--- src/rtl/jenum_pkg.sv ---
// Shared types for the scan-chain enumerator.
// Assumes: none; types only.
package jenum_pkg;

    typedef enum logic [3:0] {
        ST_IDLE,
        ST_RST_A,
        ST_TO_IR,
        ST_IR_FILL,
        ST_TO_DR_A,
        ST_FLUSH,
        ST_COUNT,
        ST_RST_B,
        ST_TO_DR_B,
        ST_READ,
        ST_EXIT,
        ST_FINISH
    } seq_state_e;

    typedef struct packed {
        logic tms;
        logic tdi;
    } pin_pair_t;

endpackage

--- src/rtl/jenum_tck_gen.sv ---
// Scan clock divider: toggles tck every DIV_HALF system clocks while run is
// high and emits single-cycle rise/fall strobes in the cycle whose closing
// edge changes tck. Assumes run is dropped only at a falling strobe.
module jenum_tck_gen #(
    parameter int DIV_HALF = 4
) (
    input  logic clk,
    input  logic rst_n,
    input  logic run,
    output logic tck,
    output logic rise,
    output logic fall
);
    localparam int DIV_W = $clog2(DIV_HALF) + 1;
    localparam logic [DIV_W-1:0] DIV_LAST = DIV_W'(DIV_HALF - 1);

    logic [DIV_W-1:0] div_cnt;
    logic             toggle;

    // Toggle request at the end of each half period.
    always_comb begin
        toggle = run && (div_cnt == DIV_LAST);
        rise   = toggle && !tck;
        fall   = toggle && tck;
    end

    // Half-period counter and clock register.
    always_ff @(posedge clk) begin
        if (!rst_n || !run) begin
            div_cnt <= '0;
            tck     <= 1'b0;
        end else if (toggle) begin
            div_cnt <= '0;
            tck     <= !tck;
        end else begin
            div_cnt <= div_cnt + 1'b1;
        end
    end

    a_r2_idle_low: assert property (@(posedge clk) disable iff (!rst_n)
        !run |-> !tck);

    a_r2_edge_one_strobe: assert property (@(posedge clk) disable iff (!rst_n)
        (rise || fall) |=> !(rise || fall));

endmodule

--- src/rtl/jenum_id_shift.sv ---
// Identification word assembler: shifts scan bits in least-significant bit
// first and raises valid for one cycle once the last bit of a word is in.
// Assumes the controller flags the last bit of each word.
module jenum_id_shift #(
    parameter int ID_W = 32
) (
    input  logic            clk,
    input  logic            rst_n,
    input  logic            shift_en,
    input  logic            bit_in,
    input  logic            last_bit,
    output logic [ID_W-1:0] word,
    output logic            valid
);
    // Shift register and completion strobe.
    always_ff @(posedge clk) begin
        if (!rst_n) begin
            word  <= '0;
            valid <= 1'b0;
        end else begin
            valid <= shift_en && last_bit;
            if (shift_en) begin
                word <= {bit_in, word[ID_W-1:1]};
            end
        end
    end

endmodule

--- src/rtl/jtag_enum_master.sv ---
// Scan-chain enumerator: resets the chain, forces bypass, flushes, counts
// devices by timing a returning one, then reads one identification word per
// device and parks the chain in Run-Test/Idle.
// Assumes every device loads its identification register on port reset and
// selects bypass when its instruction register holds all ones.
module jtag_enum_master
    import jenum_pkg::*;
#(
    parameter int DIV_HALF    = 4,
    parameter int IR_FILL     = 1000,
    parameter int FLUSH_LEN   = 1000,
    parameter int COUNT_LIMIT = 1000,
    parameter int ID_W        = 32,
    localparam int DEV_W      = $clog2(COUNT_LIMIT + 1)
) (
    input  logic             clk,
    input  logic             rst_n,
    input  logic             go,
    input  logic             tdo,
    output logic             tck,
    output logic             tms,
    output logic             tdi,
    output logic             busy,
    output logic [DEV_W-1:0] dev_count,
    output logic             count_err,
    output logic [ID_W-1:0]  id_word,
    output logic             id_valid,
    output logic             done
);
    localparam int MAX_A  = (IR_FILL > FLUSH_LEN) ? IR_FILL : FLUSH_LEN;
    localparam int MAX_L  = (MAX_A > COUNT_LIMIT) ? MAX_A : COUNT_LIMIT;
    localparam int CNT_W  = $clog2(MAX_L) + 1;
    localparam int BIT_W  = $clog2(ID_W);
    localparam logic [CNT_W-1:0] IR_LAST    = CNT_W'(IR_FILL - 1);
    localparam logic [CNT_W-1:0] FLUSH_LAST = CNT_W'(FLUSH_LEN - 1);
    localparam logic [CNT_W-1:0] CNT_LAST   = CNT_W'(COUNT_LIMIT - 1);
    localparam logic [BIT_W-1:0] BIT_LAST   = BIT_W'(ID_W - 1);

    seq_state_e       state;
    logic [CNT_W-1:0] cnt;
    logic [DEV_W-1:0] word_idx;
    logic [BIT_W-1:0] bit_idx;
    logic             tck_rise, tck_fall;
    logic             word_last, read_last, shift_en;
    pin_pair_t        pins;

    jenum_tck_gen #(.DIV_HALF(DIV_HALF)) u_tck (
        .clk (clk), .rst_n (rst_n), .run (busy),
        .tck (tck), .rise (tck_rise), .fall (tck_fall)
    );

    // Position of the current bit within the identification read.
    always_comb begin
        word_last = (bit_idx == BIT_LAST);
        read_last = word_last && (word_idx == dev_count - DEV_W'(1));
        shift_en  = tck_rise && (state == ST_READ);
    end

    jenum_id_shift #(.ID_W(ID_W)) u_word (
        .clk (clk), .rst_n (rst_n), .shift_en (shift_en), .bit_in (tdo),
        .last_bit (word_last), .word (id_word), .valid (id_valid)
    );

    // Pin levels for the scan bit that the present state describes.
    always_comb begin
        pins = '{tms: 1'b0, tdi: 1'b0};
        unique case (state)
            ST_RST_A, ST_RST_B: pins.tms = 1'b1;
            ST_TO_IR:   pins.tms = (cnt == CNT_W'(1)) || (cnt == CNT_W'(2));
            ST_IR_FILL: pins = '{tms: (cnt == IR_LAST), tdi: 1'b1};
            ST_TO_DR_A: pins.tms = (cnt < CNT_W'(2));
            ST_COUNT:   pins.tdi = 1'b1;
            ST_TO_DR_B: pins.tms = (cnt == CNT_W'(1));
            ST_READ:    pins.tms = read_last;
            ST_EXIT:    pins.tms = (cnt != CNT_W'(2));
            default:    pins = '{tms: 1'b0, tdi: 1'b0};
        endcase
    end

    // Sequencer: start, advance on rising scan edges, drive pins on falling.
    always_ff @(posedge clk) begin
        if (!rst_n) begin
            state     <= ST_IDLE;
            cnt       <= '0;
            word_idx  <= '0;
            bit_idx   <= '0;
            busy      <= 1'b0;
            tms       <= 1'b1;
            tdi       <= 1'b0;
            dev_count <= '0;
            count_err <= 1'b0;
            done      <= 1'b0;
        end else begin
            done <= 1'b0;
            if (state == ST_IDLE) begin
                if (go) begin
                    state     <= ST_RST_A;
                    cnt       <= '0;
                    busy      <= 1'b1;
                    tms       <= 1'b1;
                    tdi       <= 1'b0;
                    dev_count <= '0;
                    count_err <= 1'b0;
                end
            end else if (tck_rise) begin
                cnt <= cnt + 1'b1;
                unique case (state)
                    ST_RST_A:   if (cnt == CNT_W'(4)) begin state <= ST_TO_IR;   cnt <= '0; end
                    ST_TO_IR:   if (cnt == CNT_W'(4)) begin state <= ST_IR_FILL; cnt <= '0; end
                    ST_IR_FILL: if (cnt == IR_LAST)   begin state <= ST_TO_DR_A; cnt <= '0; end
                    ST_TO_DR_A: if (cnt == CNT_W'(3)) begin state <= ST_FLUSH;   cnt <= '0; end
                    ST_FLUSH:   if (cnt == FLUSH_LAST) begin state <= ST_COUNT;  cnt <= '0; end
                    ST_COUNT: begin
                        if (tdo) begin
                            dev_count <= DEV_W'(cnt);
                            state     <= (cnt == '0) ? ST_EXIT : ST_RST_B;
                            cnt       <= '0;
                        end else if (cnt == CNT_LAST) begin
                            count_err <= 1'b1;
                            state     <= ST_EXIT;
                            cnt       <= '0;
                        end
                    end
                    ST_RST_B:   if (cnt == CNT_W'(4)) begin state <= ST_TO_DR_B; cnt <= '0; end
                    ST_TO_DR_B: if (cnt == CNT_W'(3)) begin
                        state    <= ST_READ;
                        word_idx <= '0;
                        bit_idx  <= '0;
                    end
                    ST_READ: begin
                        bit_idx <= bit_idx + 1'b1;
                        if (read_last) begin
                            state <= ST_EXIT;
                            cnt   <= CNT_W'(1);
                        end else if (word_last) begin
                            bit_idx  <= '0;
                            word_idx <= word_idx + 1'b1;
                        end
                    end
                    ST_EXIT:    if (cnt == CNT_W'(2)) state <= ST_FINISH;
                    default:    cnt <= cnt;
                endcase
            end else if (tck_fall) begin
                if (state == ST_FINISH) begin
                    busy  <= 1'b0;
                    done  <= 1'b1;
                    state <= ST_IDLE;
                end else begin
                    tms <= pins.tms;
                    tdi <= pins.tdi;
                end
            end
        end
    end

    a_r2_pins_steady_high: assert property (@(posedge clk) disable iff (!rst_n)
        tck |-> ($stable(tms) && $stable(tdi)));

    a_r7_done_single: assert property (@(posedge clk) disable iff (!rst_n)
        done |=> !done);

    a_r7_done_parked: assert property (@(posedge clk) disable iff (!rst_n)
        done |-> (!busy && !tck && !tms));

    a_r5_err_zero_count: assert property (@(posedge clk) disable iff (!rst_n)
        count_err |-> (dev_count == '0));

    a_r6_words_in_run: assert property (@(posedge clk) disable iff (!rst_n)
        id_valid |-> busy);

endmodule

--- config.mk ---
export PLATFORM = sky130hd
export DESIGN_NAME = jtag_enum_master
export DESIGN_NICKNAME = d
export VERILOG_FILES = /design/src/rtl/jenum_pkg.sv /design/src/rtl/jenum_tck_gen.sv /design/src/rtl/jenum_id_shift.sv /design/src/rtl/jtag_enum_master.sv
export SDC_FILE = /design/constraint.sdc
export NUM_CORES = 1
export LEC_CHECK = 0
export BUFFER_PORTS_ARGS = -buffer_cell sky130_fd_sc_hd__buf_2
export CAP_MARGIN = 20
export CORE_MARGIN = 3
export CORE_UTILIZATION = 58
export DETAILED_ROUTE_END_ITERATION = 8
export PLACE_DENSITY = 0.8
export SETUP_SLACK_MARGIN = 0.1
export SYNTH_ARGS = -nofsm -noshare
export SYNTH_HDL_FRONTEND = slang
export SYNTH_SLANG_ARGS = --single-unit
export TNS_END_PERCENT = 100
--- constraint.sdc ---
create_clock -name clk -period 4.2 [get_ports clk]
set_input_delay 0.21 -clock clk [delete_from_list [all_inputs] [get_ports clk]]
set_output_delay 0.21 -clock clk [all_outputs]
set_load 0.05 [all_outputs]
==> Implementation_results.wiki <==
{| class="wikitable"
! Metric !! Value
|-
| Synth Area per Inst || 7.93 sq um
|-
| Number of diodes || 0
|-
| Post-Synthesis Cell Area || about 4200 sq um
|-
| Finish-stage setup viols || 0
|-
| Worst supply voltage drop on vdd || about 0.22 mV
|-
| Leading area contributor after synthesis || sky130_fd_sc_hd__dfxtp_1
|-
| Placeable core region || ~7000 sq um
|-
| Net count of the mapped netlist || 549
|-
| Total routed wirelength || 9650 microns
|-
| Main combinational cell family by area after synthesis || simple AND/OR/NAND/NOR gates
|-
| Instance count of the mapped netlist || around 540
|-
| Synthesis-to-finish area growth || 11.6%
|-
| Clock latency on the worst-skew pair || 350 ps
|-
| Final HPWL from detailed placement || 6810 microns
|-
| Max-slew headroom at the worst pin || 0.402
|-
| Layout fillers || 600
|-
| Vias in the first global route || 3644
|-
| Slew Limit Fails || 0
|-
| Number of enable flip-flop cells after synthesis || 0
|-
| Clock slew at reported path FFs || 90 ps
|-
| Ys async rst share || 0
|-
| Die width || 91.5 microns
|-
| Adder-Cell Fraction of Synth Area || 0.0295
|-
| Buffer count from post-CTS setup fixing || 0
|-
| Nets || 586
|-
| Largest net degree at the start of global routing || 55
|-
| Number of hold violations in the final report || 0
|-
| Drc violations || 0
|-
| Yosys top cell area share || 0.387
|-
| Min cycle time layout || 3300 ps
|-
| Row cnt || 30
|-
| Crit path setup slack, layout || 903 ps
|-
| Total negative slack || 0 ps
|-
| Total die area || 8380 sq um
|-
| Fraction of final layout cells sized beyond drive strength 1 || 0.154
|-
| Initial core utilization || 0.611
|-
| Startpoint of the worst register-to-register path || dev_count[0]
|-
| Critical-path maximum fanout || 19
|-
| Setup slack after placement || 916 ps
|-
| Basic-gate share of the synthesized area counting and, or, nand and nor cells || 0.285
|-
| Number of placed I/O pins || 53
|-
| Overflow left after global routing || 0
|-
| Fraction of the mapped netlist area in compound gates || 0.216
|-
| Total Power || 1440 uW
|-
| Wire length per cell || 14.3 microns
|-
| Number of DRC violations after detailed-routing iteration 0 || 193
|-
| Aggregate global-route resource usage || 0.233
|-
| Class of the most critical hold timing path || primary input to register
|-
| Power density over the cells || approximately 300 nW/um^2
|-
| Final RePlAce weighted congestion || 0.899
|-
| Period Utilization, post-route || 0.785
|-
| Nature of the critical path endpoint || register
|-
| Antenna-violating nets left || 0
|-
| Synthesis Warnings || 0
|-
| Peak clock frequency supported by timing || 0.303 GHz
|-
| Cell leakage power || 0.00187 uW
|-
| Most used DFF post-synth || sky130_fd_sc_hd__dfxtp_1
|-
| Flops & latches, synth || 82
|-
| Arrival time at the worst endpoint || around 3600 ps
|-
| Startpoint class of the critical path || register
|-
| Hold-fix buffers, CTS || 0
|-
| Post-cts repair resize count || 0
|-
| Clk Tree Root Cell || sky130_fd_sc_hd__clkbuf_8
|-
| Run status || finished, final reports clean
|-
| XOR/XNOR share of the synthesized area || 0.0330
|-
| CTS H-tree depth || 3
|-
| Die Ht || 91.5 microns
|-
| Antenna violations before repair || 0
|-
| TritonCTS Buffers || 9
|-
| Required time at the endpoint of the critical path || 4480 ps
|-
| Multiplexer share of the synthesized area || 0.00708
|-
| Total via count in the routed design || ~4000
|-
| Number of distinct library cells after synthesis || 69
|-
| Worst Skew || 8.14 ps
|-
| Start point of the critical path || dev_count[0]
|-
| Routed via count divided by cell count || 5.95
|-
| First-pass DRT Iterations || 6
|-
| Largest cells by area after synthesis || sky130_fd_sc_hd__dfxtp_1 (39%), sky130_fd_sc_hd__nand2_1 (9.3%), sky130_fd_sc_hd__a21oi_1 (7.3%)
|-
| Number of max-cap violations || 0
|-
| Beginning of the worst hold path || tdo
|-
| TritonCTS clock tree || yes
|-
| Sequential element share of the synthesized area || 0.387
|-
| Maximum root-to-sink buffer count || 2
|-
| Unrepaired setup endpoints after global routing || no
|-
| Wire length of the first global-routing pass || ~16000 microns
|-
| Clock tree sinks || 82
|-
| Pin slew with the least headroom to its limit || roughly 900 ps
|-
| Worst setup path class || register to register
|-
| Buffers on Ports || 52
|}
worst max-delay path, stage by stage, from the launching register on:
cell and delay (ps):
sky130_fd_sc_hd__dfxtp_1 380, sky130_fd_sc_hd__inv_1 80, sky130_fd_sc_hd__ha_1 250, sky130_fd_sc_hd__or4b_4 530
sky130_fd_sc_hd__or3_1 360, sky130_fd_sc_hd__a211oi_1 230, sky130_fd_sc_hd__a311oi_2 160, sky130_fd_sc_hd__o41ai_4 870
sky130_fd_sc_hd__o21ai_0 210, sky130_fd_sc_hd__a21oi_1 150
power by group:
part           leakage (uW)  total [uW]  switching (uW)  internal (uW)
Sequential         0.000661         786            6.60            779
Clock              0.000107         595             309            285
Combinational       0.00110        57.1            40.0           17.1
path summary, 6_finish.rpt:
path / to / slack [ps] / cells after the start
worst max-delay path: word_idx[6] / 900 / 9
worst min-delay path: u_word.word[31] / 160 / 3
worst max register to register: word_idx[6] / 900 / 9
worst min register to register: u_tck.div_cnt[0] / 430 / 1
registers in the layout, indices dropped and copies added, names as in the netlist, 3 cells and up:
signal,count
u_word.word,32
cnt,11
dev_count,10
word_idx,10
bit_idx,5
state,4
u_tck.div_cnt,3
cells in the mapped netlist (all sizes together) (2+ instances only):
library cell    n
a211oi          3
a21o            6
a21oi          62
a32oi           2
a41o            2
a41oi           2
and2            4
and3           13
buf             6
clkbuf         23
dfxtp          82
ha             10
inv            15
mux2i           3
nand2         105
nand2b          4
nand3          30
nand3b          4
nand4           4
nor2           24
nor2b           4
nor3           13
nor3b           6
nor4            6
o211ai          3
o21a            2
o21ai          21
o22ai           2
o31ai           9
o41ai           4
or2             4
or3             7
or4             7
or4b            3
xnor2           9
xor2            7
metal layers:
metal / up-vias / global-route usage / part of all wire
met1: 1854 / 0.311 / 0.46
met4: 0 / 0.0829 / 0.016
met2: 137 / 0.374 / 0.46
li1: 1993 / - / -
met3: 17 / 0.0423 / 0.064
met5: - / 0 / 0
logic make-up (layout without fill, tap and decap cells):
kind of cell	after synthesis	after routing
compound gates	138	138
xor+xnor	16	16
simple gates	242	242
mux	3	3
buf+inv	44	86
flops	82	82
fa+ha+maj	10	10
layout by cell type, fill, tap and decap left out, drive strengths merged, types with 2 or more instances in the layout:
cell type    n
ha          10
a21o         6
nor2        24
nor3b        6
o211ai       3
buf         55
a41o         2
or4b         3
inv         19
dfxtp       82
mux2i        3
nand2      105
a41oi        2
o41ai        4
a211oi       3
and2         4
xor2         7
a32oi        2
or2          4
clkinv       2
or3          7
and3        13
nor3        13
nand2b       4
o31ai        9
o22ai        2
nor4         6
nand3b       4
clkbuf       9
or4          7
nand3       30
nand4        4
o21a         2
o21ai       21
nor2b        4
xnor2        9
a21oi       62
final cells by class:
class                           instances  area [sq um]  share of cell area
Inverter                               15          56.3              0.0119
Clock buffer                            9           124              0.0262
Clock inverter                          7          81.3              0.0172
Timing Repair Buffer                   55           290              0.0613
Multi-Input combinational cell        409          2420               0.511
Sequential cell                        82          1640               0.347
Tap cell                               96           120              0.0254
per-stage QoR:
stage | util | hold WS [ps] | instance area [sq um] | cells
after floorplan | - | 346 | 4240 | 535
after global placement | 0.650 | 413 | 4510 | 656
after detailed placement | 0.652 | 422 | 4530 | 657
after CTS | 0.682 | 134 | 4730 | 673
after global routing | 0.682 | 153 | 4730 | 673
final | 0.682 | 156 | 4730 | 673
Note: power is estimated with default switching activity, not from simulation.
